==> config.mk <==
export PLATFORM = sky130hd
export DESIGN_NAME = sport_ctrl
export DESIGN_NICKNAME = d
export VERILOG_FILES = /design/src/rtl/sport_pkg.sv /design/src/rtl/sport_bus_dec.sv /design/src/rtl/sport_flag.sv /design/src/rtl/sport_tx.sv /design/src/rtl/sport_rx.sv /design/src/rtl/sport_ctrl.sv
export SDC_FILE = /design/constraint.sdc
export NUM_CORES = 1
export LEC_CHECK = 0
export BUFFER_PORTS_ARGS = -buffer_cell sky130_fd_sc_hd__buf_2
export CAP_MARGIN = 20
export CELL_PAD_IN_SITES_DETAIL_PLACEMENT = 1
export CELL_PAD_IN_SITES_GLOBAL_PLACEMENT = 2
export CORE_MARGIN = 10
export CORE_UTILIZATION = 29
export CTS_CLUSTER_DIAMETER = 120
export DETAILED_ROUTE_END_ITERATION = 6
export PLACE_DENSITY = 0.85
export SKIP_CTS_REPAIR_TIMING = 1
export SYNTH_ARGS = -nofsm -noshare
export SYNTH_HDL_FRONTEND = slang
export SYNTH_SLANG_ARGS = --single-unit
==> constraint.sdc <==
create_clock -name clk_i -period 1.6 [get_ports clk_i]
set_input_delay 0.48 -clock clk_i [delete_from_list [all_inputs] [get_ports clk_i]]
set_output_delay 0.48 -clock clk_i [all_outputs]
set_load 0.03 [all_outputs]
==> src/rtl/sport_pkg.sv <==
package sport_pkg;
  localparam int SP_DW       = 8;
  localparam int SP_AW       = 2;
  localparam int SP_NFLAG    = 5;
  localparam int SP_FLAG_LSB = 3;
  localparam int SP_NCTRL    = 4;
  localparam int SP_CTRL_LSB = 4;

  // flag index (status bit = SP_FLAG_LSB + index)
  localparam int FI_PER  = 0;
  localparam int FI_FER  = 1;
  localparam int FI_ORER = 2;
  localparam int FI_RDRF = 3;
  localparam int FI_TDRE = 4;

  // control index (control bit = SP_CTRL_LSB + index)
  localparam int CI_RE  = 0;
  localparam int CI_TE  = 1;
  localparam int CI_RIE = 2;
  localparam int CI_TIE = 3;

  typedef enum logic [SP_AW-1:0] {
    RA_CTRL = 2'd0,
    RA_STAT = 2'd1,
    RA_TDR  = 2'd2,
    RA_RDR  = 2'd3
  } sp_reg_e;

  typedef struct packed {
    logic wr_ctrl;
    logic wr_stat;
    logic rd_stat;
    logic wr_tdr;
  } sp_strobe_t;
endpackage

==> src/rtl/sport_bus_dec.sv <==
module sport_bus_dec
  import sport_pkg::*;
(
  input  logic                bus_cs_i,
  input  logic                bus_we_i,
  input  logic [SP_AW-1:0]    bus_addr_i,
  input  logic [SP_NCTRL-1:0] ctrl_i,
  input  logic [SP_NFLAG-1:0] flag_i,
  input  logic [SP_DW-1:0]    tdr_i,
  input  logic [SP_DW-1:0]    rdr_i,
  output sp_strobe_t          stb_o,
  output logic [SP_DW-1:0]    rdata_o
);
  sp_reg_e sel;
  assign sel = sp_reg_e'(bus_addr_i);

  always_comb begin
    stb_o   = '0;
    rdata_o = '0;
    if (bus_cs_i) begin
      case (sel)
        RA_CTRL: begin
          if (bus_we_i) stb_o.wr_ctrl = 1'b1;
          else          rdata_o[SP_CTRL_LSB +: SP_NCTRL] = ctrl_i;
        end
        RA_STAT: begin
          if (bus_we_i) stb_o.wr_stat = 1'b1;
          else begin
            stb_o.rd_stat = 1'b1;
            rdata_o[SP_FLAG_LSB +: SP_NFLAG] = flag_i;
          end
        end
        RA_TDR: begin
          if (bus_we_i) stb_o.wr_tdr = 1'b1;
          else          rdata_o = tdr_i;
        end
        RA_RDR: begin
          if (!bus_we_i) rdata_o = rdr_i;
        end
        default: ;
      endcase
    end
  end
endmodule

==> src/rtl/sport_flag.sv <==
module sport_flag #(
  parameter logic RST_VAL = 1'b0
) (
  input  logic clk_i,
  input  logic rst_ni,
  input  logic rd_stat_i,
  input  logic wr_stat_i,
  input  logic wbit_i,
  input  logic set_i,
  input  logic force_i,
  output logic q_o
);
  logic q_q, q_n, armed_q, armed_n, upd;

  assign upd = rd_stat_i | wr_stat_i | set_i | force_i;

  always_comb begin
    armed_n = armed_q;
    if (rd_stat_i && q_q) armed_n = 1'b1;
    if (wr_stat_i)        armed_n = 1'b0;
    q_n = q_q;
    if (wr_stat_i && !wbit_i && armed_q) q_n = 1'b0;
    if (set_i || force_i)                q_n = 1'b1;
  end

  always_ff @(posedge clk_i or negedge rst_ni) begin
    if (!rst_ni) begin
      q_q     <= RST_VAL;
      armed_q <= 1'b0;
    end else if (upd) begin
      q_q     <= q_n;
      armed_q <= armed_n;
    end
  end

  assign q_o = q_q;

  // a written 1 never clears
  a_r5_one_no_effect: assert property (@(posedge clk_i) disable iff (!rst_ni)
    (q_o && wr_stat_i && wbit_i) |=> q_o);
  // without a prior read of 1 the write does nothing
  a_r5_unread_holds: assert property (@(posedge clk_i) disable iff (!rst_ni)
    (q_o && !armed_q && wr_stat_i) |=> q_o);
  // status write consumes the remembered read
  a_r6_write_consumes: assert property (@(posedge clk_i) disable iff (!rst_ni)
    wr_stat_i |=> !armed_q);
endmodule

==> src/rtl/sport_tx.sv <==
module sport_tx #(
  parameter int DW = 8
) (
  input  logic          clk_i,
  input  logic          rst_ni,
  input  logic          te_i,
  input  logic          tdre_i,
  input  logic          wr_tdr_i,
  input  logic [DW-1:0] wdata_i,
  output logic          tx_start_o,
  output logic [DW-1:0] tx_data_o
);
  logic [DW-1:0] tdr_q, tdr_n;
  logic          fresh_q, fresh_n;
  logic          start_q, start_n;
  logic          pend;

  assign pend = te_i & ~tdre_i & fresh_q & ~start_q;

  always_comb begin
    tdr_n   = wr_tdr_i ? wdata_i : tdr_q;
    start_n = pend;
    fresh_n = fresh_q;
    if (pend)     fresh_n = 1'b0;
    if (wr_tdr_i) fresh_n = 1'b1;
  end

  always_ff @(posedge clk_i or negedge rst_ni) begin
    if (!rst_ni) begin
      tdr_q   <= '0;
      fresh_q <= 1'b0;
      start_q <= 1'b0;
    end else begin
      if (wr_tdr_i) tdr_q <= tdr_n;
      fresh_q <= fresh_n;
      start_q <= start_n;
    end
  end

  assign tx_start_o = start_q;
  assign tx_data_o  = tdr_q;

  // start strobe is a single-cycle pulse
  a_r7_single_pulse: assert property (@(posedge clk_i) disable iff (!rst_ni)
    tx_start_o |=> !tx_start_o);
endmodule

==> src/rtl/sport_rx.sv <==
module sport_rx #(
  parameter int DW = 8
) (
  input  logic          clk_i,
  input  logic          rst_ni,
  input  logic          re_i,
  input  logic          rdrf_i,
  input  logic          rx_done_i,
  input  logic [DW-1:0] rx_data_i,
  input  logic          rx_err_i,
  input  logic          rx_fe_i,
  input  logic          rx_pe_i,
  output logic          set_rdrf_o,
  output logic          set_orer_o,
  output logic          set_fer_o,
  output logic          set_per_o,
  output logic [DW-1:0] rdr_o
);
  logic [DW-1:0] rdr_q;
  logic          take;

  assign take       = re_i & rx_done_i & ~rdrf_i;
  assign set_rdrf_o = take;
  assign set_orer_o = re_i & rx_done_i & rdrf_i;
  assign set_fer_o  = re_i & rx_err_i & rx_fe_i;
  assign set_per_o  = re_i & rx_err_i & rx_pe_i;

  always_ff @(posedge clk_i or negedge rst_ni) begin
    if (!rst_ni)   rdr_q <= '0;
    else if (take) rdr_q <= rx_data_i;
  end

  assign rdr_o = rdr_q;

  // a byte arriving on a full buffer never overwrites it
  a_r12_no_overwrite: assert property (@(posedge clk_i) disable iff (!rst_ni)
    (rx_done_i && rdrf_i) |=> $stable(rdr_q));
endmodule

==> src/rtl/sport_ctrl.sv <==
module sport_ctrl
  import sport_pkg::*;
(
  input  logic             clk_i,
  input  logic             rst_ni,
  input  logic             bus_cs_i,
  input  logic             bus_we_i,
  input  logic [SP_AW-1:0] bus_addr_i,
  input  logic [SP_DW-1:0] bus_wdata_i,
  output logic [SP_DW-1:0] bus_rdata_o,
  output logic             tx_start_o,
  output logic [SP_DW-1:0] tx_data_o,
  input  logic             tx_loaded_i,
  output logic             rx_en_o,
  input  logic             rx_done_i,
  input  logic [SP_DW-1:0] rx_data_i,
  input  logic             rx_err_i,
  input  logic             rx_fe_i,
  input  logic             rx_pe_i,
  output logic             irq_tx_o,
  output logic             irq_rx_o,
  output logic             irq_err_o
);
  // reset: asserted asynchronously, released on the clock
  logic [1:0] rst_sync_q;
  logic       rst_n;

  always_ff @(posedge clk_i or negedge rst_ni) begin
    if (!rst_ni) rst_sync_q <= 2'b00;
    else         rst_sync_q <= {rst_sync_q[0], 1'b1};
  end
  assign rst_n = rst_sync_q[1];

  sp_strobe_t          stb;
  logic [SP_NCTRL-1:0] ctrl_q, ctrl_n;
  logic [SP_NFLAG-1:0] flag_q, flag_set, flag_force;
  logic [SP_DW-1:0]    tdr, rdr;
  logic                set_rdrf, set_orer, set_fer, set_per;
  logic                te, re;

  sport_bus_dec u_dec (
    .bus_cs_i   (bus_cs_i),
    .bus_we_i   (bus_we_i),
    .bus_addr_i (bus_addr_i),
    .ctrl_i     (ctrl_q),
    .flag_i     (flag_q),
    .tdr_i      (tdr),
    .rdr_i      (rdr),
    .stb_o      (stb),
    .rdata_o    (bus_rdata_o)
  );

  // control register
  always_comb begin
    ctrl_n = ctrl_q;
    if (stb.wr_ctrl) ctrl_n = bus_wdata_i[SP_CTRL_LSB +: SP_NCTRL];
  end

  always_ff @(posedge clk_i or negedge rst_n) begin
    if (!rst_n)           ctrl_q <= '0;
    else if (stb.wr_ctrl) ctrl_q <= ctrl_n;
  end

  assign te = ctrl_q[CI_TE];
  assign re = ctrl_q[CI_RE];

  // flag set and force sources
  always_comb begin
    flag_set          = '0;
    flag_set[FI_TDRE] = tx_loaded_i;
    flag_set[FI_RDRF] = set_rdrf;
    flag_set[FI_ORER] = set_orer;
    flag_set[FI_FER]  = set_fer;
    flag_set[FI_PER]  = set_per;
    flag_force          = '0;
    flag_force[FI_TDRE] = ~te;
  end

  for (genvar gi = 0; gi < SP_NFLAG; gi++) begin : g_flag
    sport_flag #(.RST_VAL(gi == FI_TDRE)) u_flag (
      .clk_i     (clk_i),
      .rst_ni    (rst_n),
      .rd_stat_i (stb.rd_stat),
      .wr_stat_i (stb.wr_stat),
      .wbit_i    (bus_wdata_i[SP_FLAG_LSB + gi]),
      .set_i     (flag_set[gi]),
      .force_i   (flag_force[gi]),
      .q_o       (flag_q[gi])
    );
  end

  sport_tx #(.DW(SP_DW)) u_tx (
    .clk_i      (clk_i),
    .rst_ni     (rst_n),
    .te_i       (te),
    .tdre_i     (flag_q[FI_TDRE]),
    .wr_tdr_i   (stb.wr_tdr),
    .wdata_i    (bus_wdata_i),
    .tx_start_o (tx_start_o),
    .tx_data_o  (tdr)
  );
  assign tx_data_o = tdr;

  sport_rx #(.DW(SP_DW)) u_rx (
    .clk_i      (clk_i),
    .rst_ni     (rst_n),
    .re_i       (re),
    .rdrf_i     (flag_q[FI_RDRF]),
    .rx_done_i  (rx_done_i),
    .rx_data_i  (rx_data_i),
    .rx_err_i   (rx_err_i),
    .rx_fe_i    (rx_fe_i),
    .rx_pe_i    (rx_pe_i),
    .set_rdrf_o (set_rdrf),
    .set_orer_o (set_orer),
    .set_fer_o  (set_fer),
    .set_per_o  (set_per),
    .rdr_o      (rdr)
  );

  assign rx_en_o   = re;
  assign irq_tx_o  = ctrl_q[CI_TIE] & flag_q[FI_TDRE];
  assign irq_rx_o  = ctrl_q[CI_RIE] & flag_q[FI_RDRF];
  assign irq_err_o = ctrl_q[CI_RIE] & (flag_q[FI_ORER] | flag_q[FI_FER] | flag_q[FI_PER]);

  // transmitter off pins the empty flag high
  a_r9_te_off_empty: assert property (@(posedge clk_i) disable iff (!rst_n)
    !te |=> flag_q[FI_TDRE]);
  // receive full cannot rise while the receiver is off
  a_r11_off_no_fill: assert property (@(posedge clk_i) disable iff (!rst_n)
    (!re && !flag_q[FI_RDRF]) |=> !flag_q[FI_RDRF]);
endmodule

==> results.toml <==
[outcome]
status = "finished, violations left"
violations = "setup timing"

[sta]
slew_violations = 0
period_needed_ns = 1.84
fmaxAchievable_ghz = 0.544
layout_setup_ws_ns = -0.238
period_share = 1.15
hold_viol_final = 0
rsz0062_at_grt = "yes"
skew_ns = 0.00562
finalSetupTns_ns = -1.42
setup_viol = 10

[route]
vias = 1353
drt_wl_total_um = 5120
dr.pass1.iters = 4
vias_per_cell = 4.85
ant_nets = 0
drc = 0
wl_per_cell_um = 18.4
drt-initial-drc-count = 94

[synth]
yosysWarnings = 0
yosysTopAreaCell = "dfrtp_1"
syn_nets = 161
synth_top_area_frac = 0.514
synth_cell_type_count = 30
netlist_top_cells_area = "dfrtp_1, mux2_2, a21oi_1"
syn_inst = 134
yosysSeqAreaShare = 0.530
ys_ff_latch = 34
syn_area_per_cell_um2 = 12.0
netlist_area_mm2 = 0.00161
ys_async_sr_fraction = 1.00
synth_edf_count = 0
synth_ff_type = "dfrtp_1"

[critical_path]
worst_ep_required_time_ns = 1.12
crit_family = "flip-flops"
arrival_ns = 1.36
crit_buf_inv = 1
path_max_fanout = 2
path_cells = "nand2_2 -> mux2_4 -> nor3b_4 -> buf_6"
end_kind = "primary output"
crit_type = "reg2out"
critPathSlowestCell = "dfrtp_1"
crit_path_max_incr_delay_ns = 0.37
startpoint_type = "flip-flop"

[layout]
stdcell_area_mm2 = 0.00246
syn_to_final_growth_pct = 52.8
nets = 233
drive_gt1_frac = 0.599
nFillCells = 587
diodes = 0

[clock_tree]
root_buffer = "clkbuf_8"
cts_made_buffers = 5
clock_path_buffers = 2
cts_tree = "built"
clk_pin_slew_ns = 0.07
cts_num_sinks = 34
clk_latency_ns = 0.29
cts.htree.levels = 2

[flow_run]
max-cap-violations = 0

[die]
ios = 48
die-width_um = 94.5
std_cell_rows = 27
die-area_mm2 = 0.00892
core_region_area_mm2 = 0.00544
die_height_um = 94.5
start_util = 0.296

[grt]
grt_max_degree = 33
antenna_found_initial = 0
grt_pass1_vias = 1424
grt_usage = 0.112
overflow = 0
grt_first_pass_wirelength_um = 7650

[worst_hold_path]
hold_class = "reg2async"

[placed_design]
place_area_mm2 = 0.00210
portBuffers = 47
dp_hpwl_um = 3600
gp_congestion = 0.768

[pwr]
ir_drop_mv = 0.584
leakage_nw = 1.11
p_total_w = 0.00287
p_per_area_mw_per_mm2 = 1170
==> metrics by stage <==
stage / instances / setup slack (ns) / utilization / hold WS (ns)
after floorplan: 134 / -0.214 / - / 0.184
after global placement: 266 / -0.311 / 0.386 / 0.266
after detailed placement: 266 / -0.379 / 0.386 / 0.268
after CTS: 274 / -0.385 / 0.403 / -0.0472
after global routing: 279 / -0.294 / 0.452 / 0.324
final: 279 / -0.238 / 0.452 / 0.265
==> cell usage in the layout (no fill, tap or decap), types with 2 or more instances in the layout <==
cell,netlist,routed
dfrtp_1,33,32
buf_2,2,32
mux2_2,20,19
buf_4,0,19
buf_6,3,15
nand3b_1,6,6
a21oi_1,10,6
clkbuf_8,0,6
nor2_1,9,5
nand2b_1,4,4
a21o_1,4,4
nor2_2,0,3
a21oi_4,0,3
mux2i_1,4,3
inv_1,3,3
a32o_1,3,3
nor2b_4,0,2
o21ai_4,0,2
a32oi_2,0,2
nor2b_1,5,2
nor2_4,1,2
and2_4,0,2
nand2_1,3,2
o21ai_0,6,2
==> final timing paths <==
kind	start	to	slack (ns)	cells past startpoint
max	g_flag[0].u_flag.q_o	bus_rdata_o[3]	-0.24	4
min	rst_sync_q[1]	u_tx.tx_data_o[3]	0.26	1
max reg2reg	ctrl_q[0]	u_rx.rdr_o[0]	0.28	4
min reg2reg	rst_sync_q[1]	u_tx.tx_data_o[3]	0.26	1
max in group asynchronous	rst_sync_q[1]	g_flag[4].u_flag.q_o	1.00	1
min in group clk_i	rst_sync_q[0]	rst_sync_q[1]	0.35	0
==> report_power, final <==
group,total [W],leakage (nW),internal (W),switching [W]
Combinational,0.000950,0.675,0.000470,0.000480
Sequential,0.00126,0.391,0.00108,0.000184
Clock,0.000653,0.0482,0.000347,0.000306
==> per-layer routing <==
layer / track usage / vias to the layer above / share of wire / wire length, µm
met3: 0.0341 / 8 / 0.050 / 255
met4: 0.0449 / 0 / 0.018 / 90
li1: - / 622 / - / -
met2: 0.184 / 34 / 0.51 / 2590
met1: 0.133 / 689 / 0.43 / 2180
met5: 0 / - / 0 / 0
==> cell usage after synthesis, types with 2 or more instances <==
cell      count
dfrtp_1      33
mux2_2       20
a21oi_1      10
nor2_1        9
nand3b_1      6
o21ai_0       6
nor2b_1       5
a21o_1        4
a32oi_1       4
mux2i_1       4
nand2b_1      4
a32o_1        3
buf_6         3
inv_1         3
nand2_1       3
and2_1        2
buf_2         2
==> state kept, by name, summed over array words and instances, names as in the netlist <==
signal	count
g_flag.u_flag.armed_q	5
rst_sync_q	2
u_tx.tx_data_o	8
u_rx.rdr_o	8
ctrl_q	4
g_flag.u_flag.q_o	5
u_tx.fresh_q	1
u_tx.tx_start_o	1
==> logic make-up (layout without fill, tap and decap cells) <==
| logic type | Yosys count | after routing | share of synthesized area |
|---|---|---|---|
| compound gates | 30 | 30 | 0.125 |
| buf+inv | 9 | 82 | 0.0366 |
| flops | 34 | 34 | 0.530 |
| mux | 24 | 24 | 0.165 |
| other cells | 1 | 1 | 0.00233 |
| simple gates | 36 | 36 | 0.141 |
==> cell type report <==
cell class / count / area [µm²] / area share
Clock buffer: 7 / 86.3 / 0.0351
Clock inverter: 1 / 5.00 / 0.00204
Inverter: 3 / 11.3 / 0.00458
Multi-Input combinational cell: 91 / 862 / 0.351
Sequential cell: 34 / 853 / 0.347
Tap cell: 72 / 90.1 / 0.0367
Timing Repair Buffer: 71 / 549 / 0.224
==> worst reg2reg max path, delay by kind of cell, from the launching register on <==
family,cells,cell delay [ns]
DFF,1,0.39
and+or+nand+nor,1,0.10
buffers and inverters,2,0.36
muxes,1,0.36
Power figures use the tool's default switching activity.
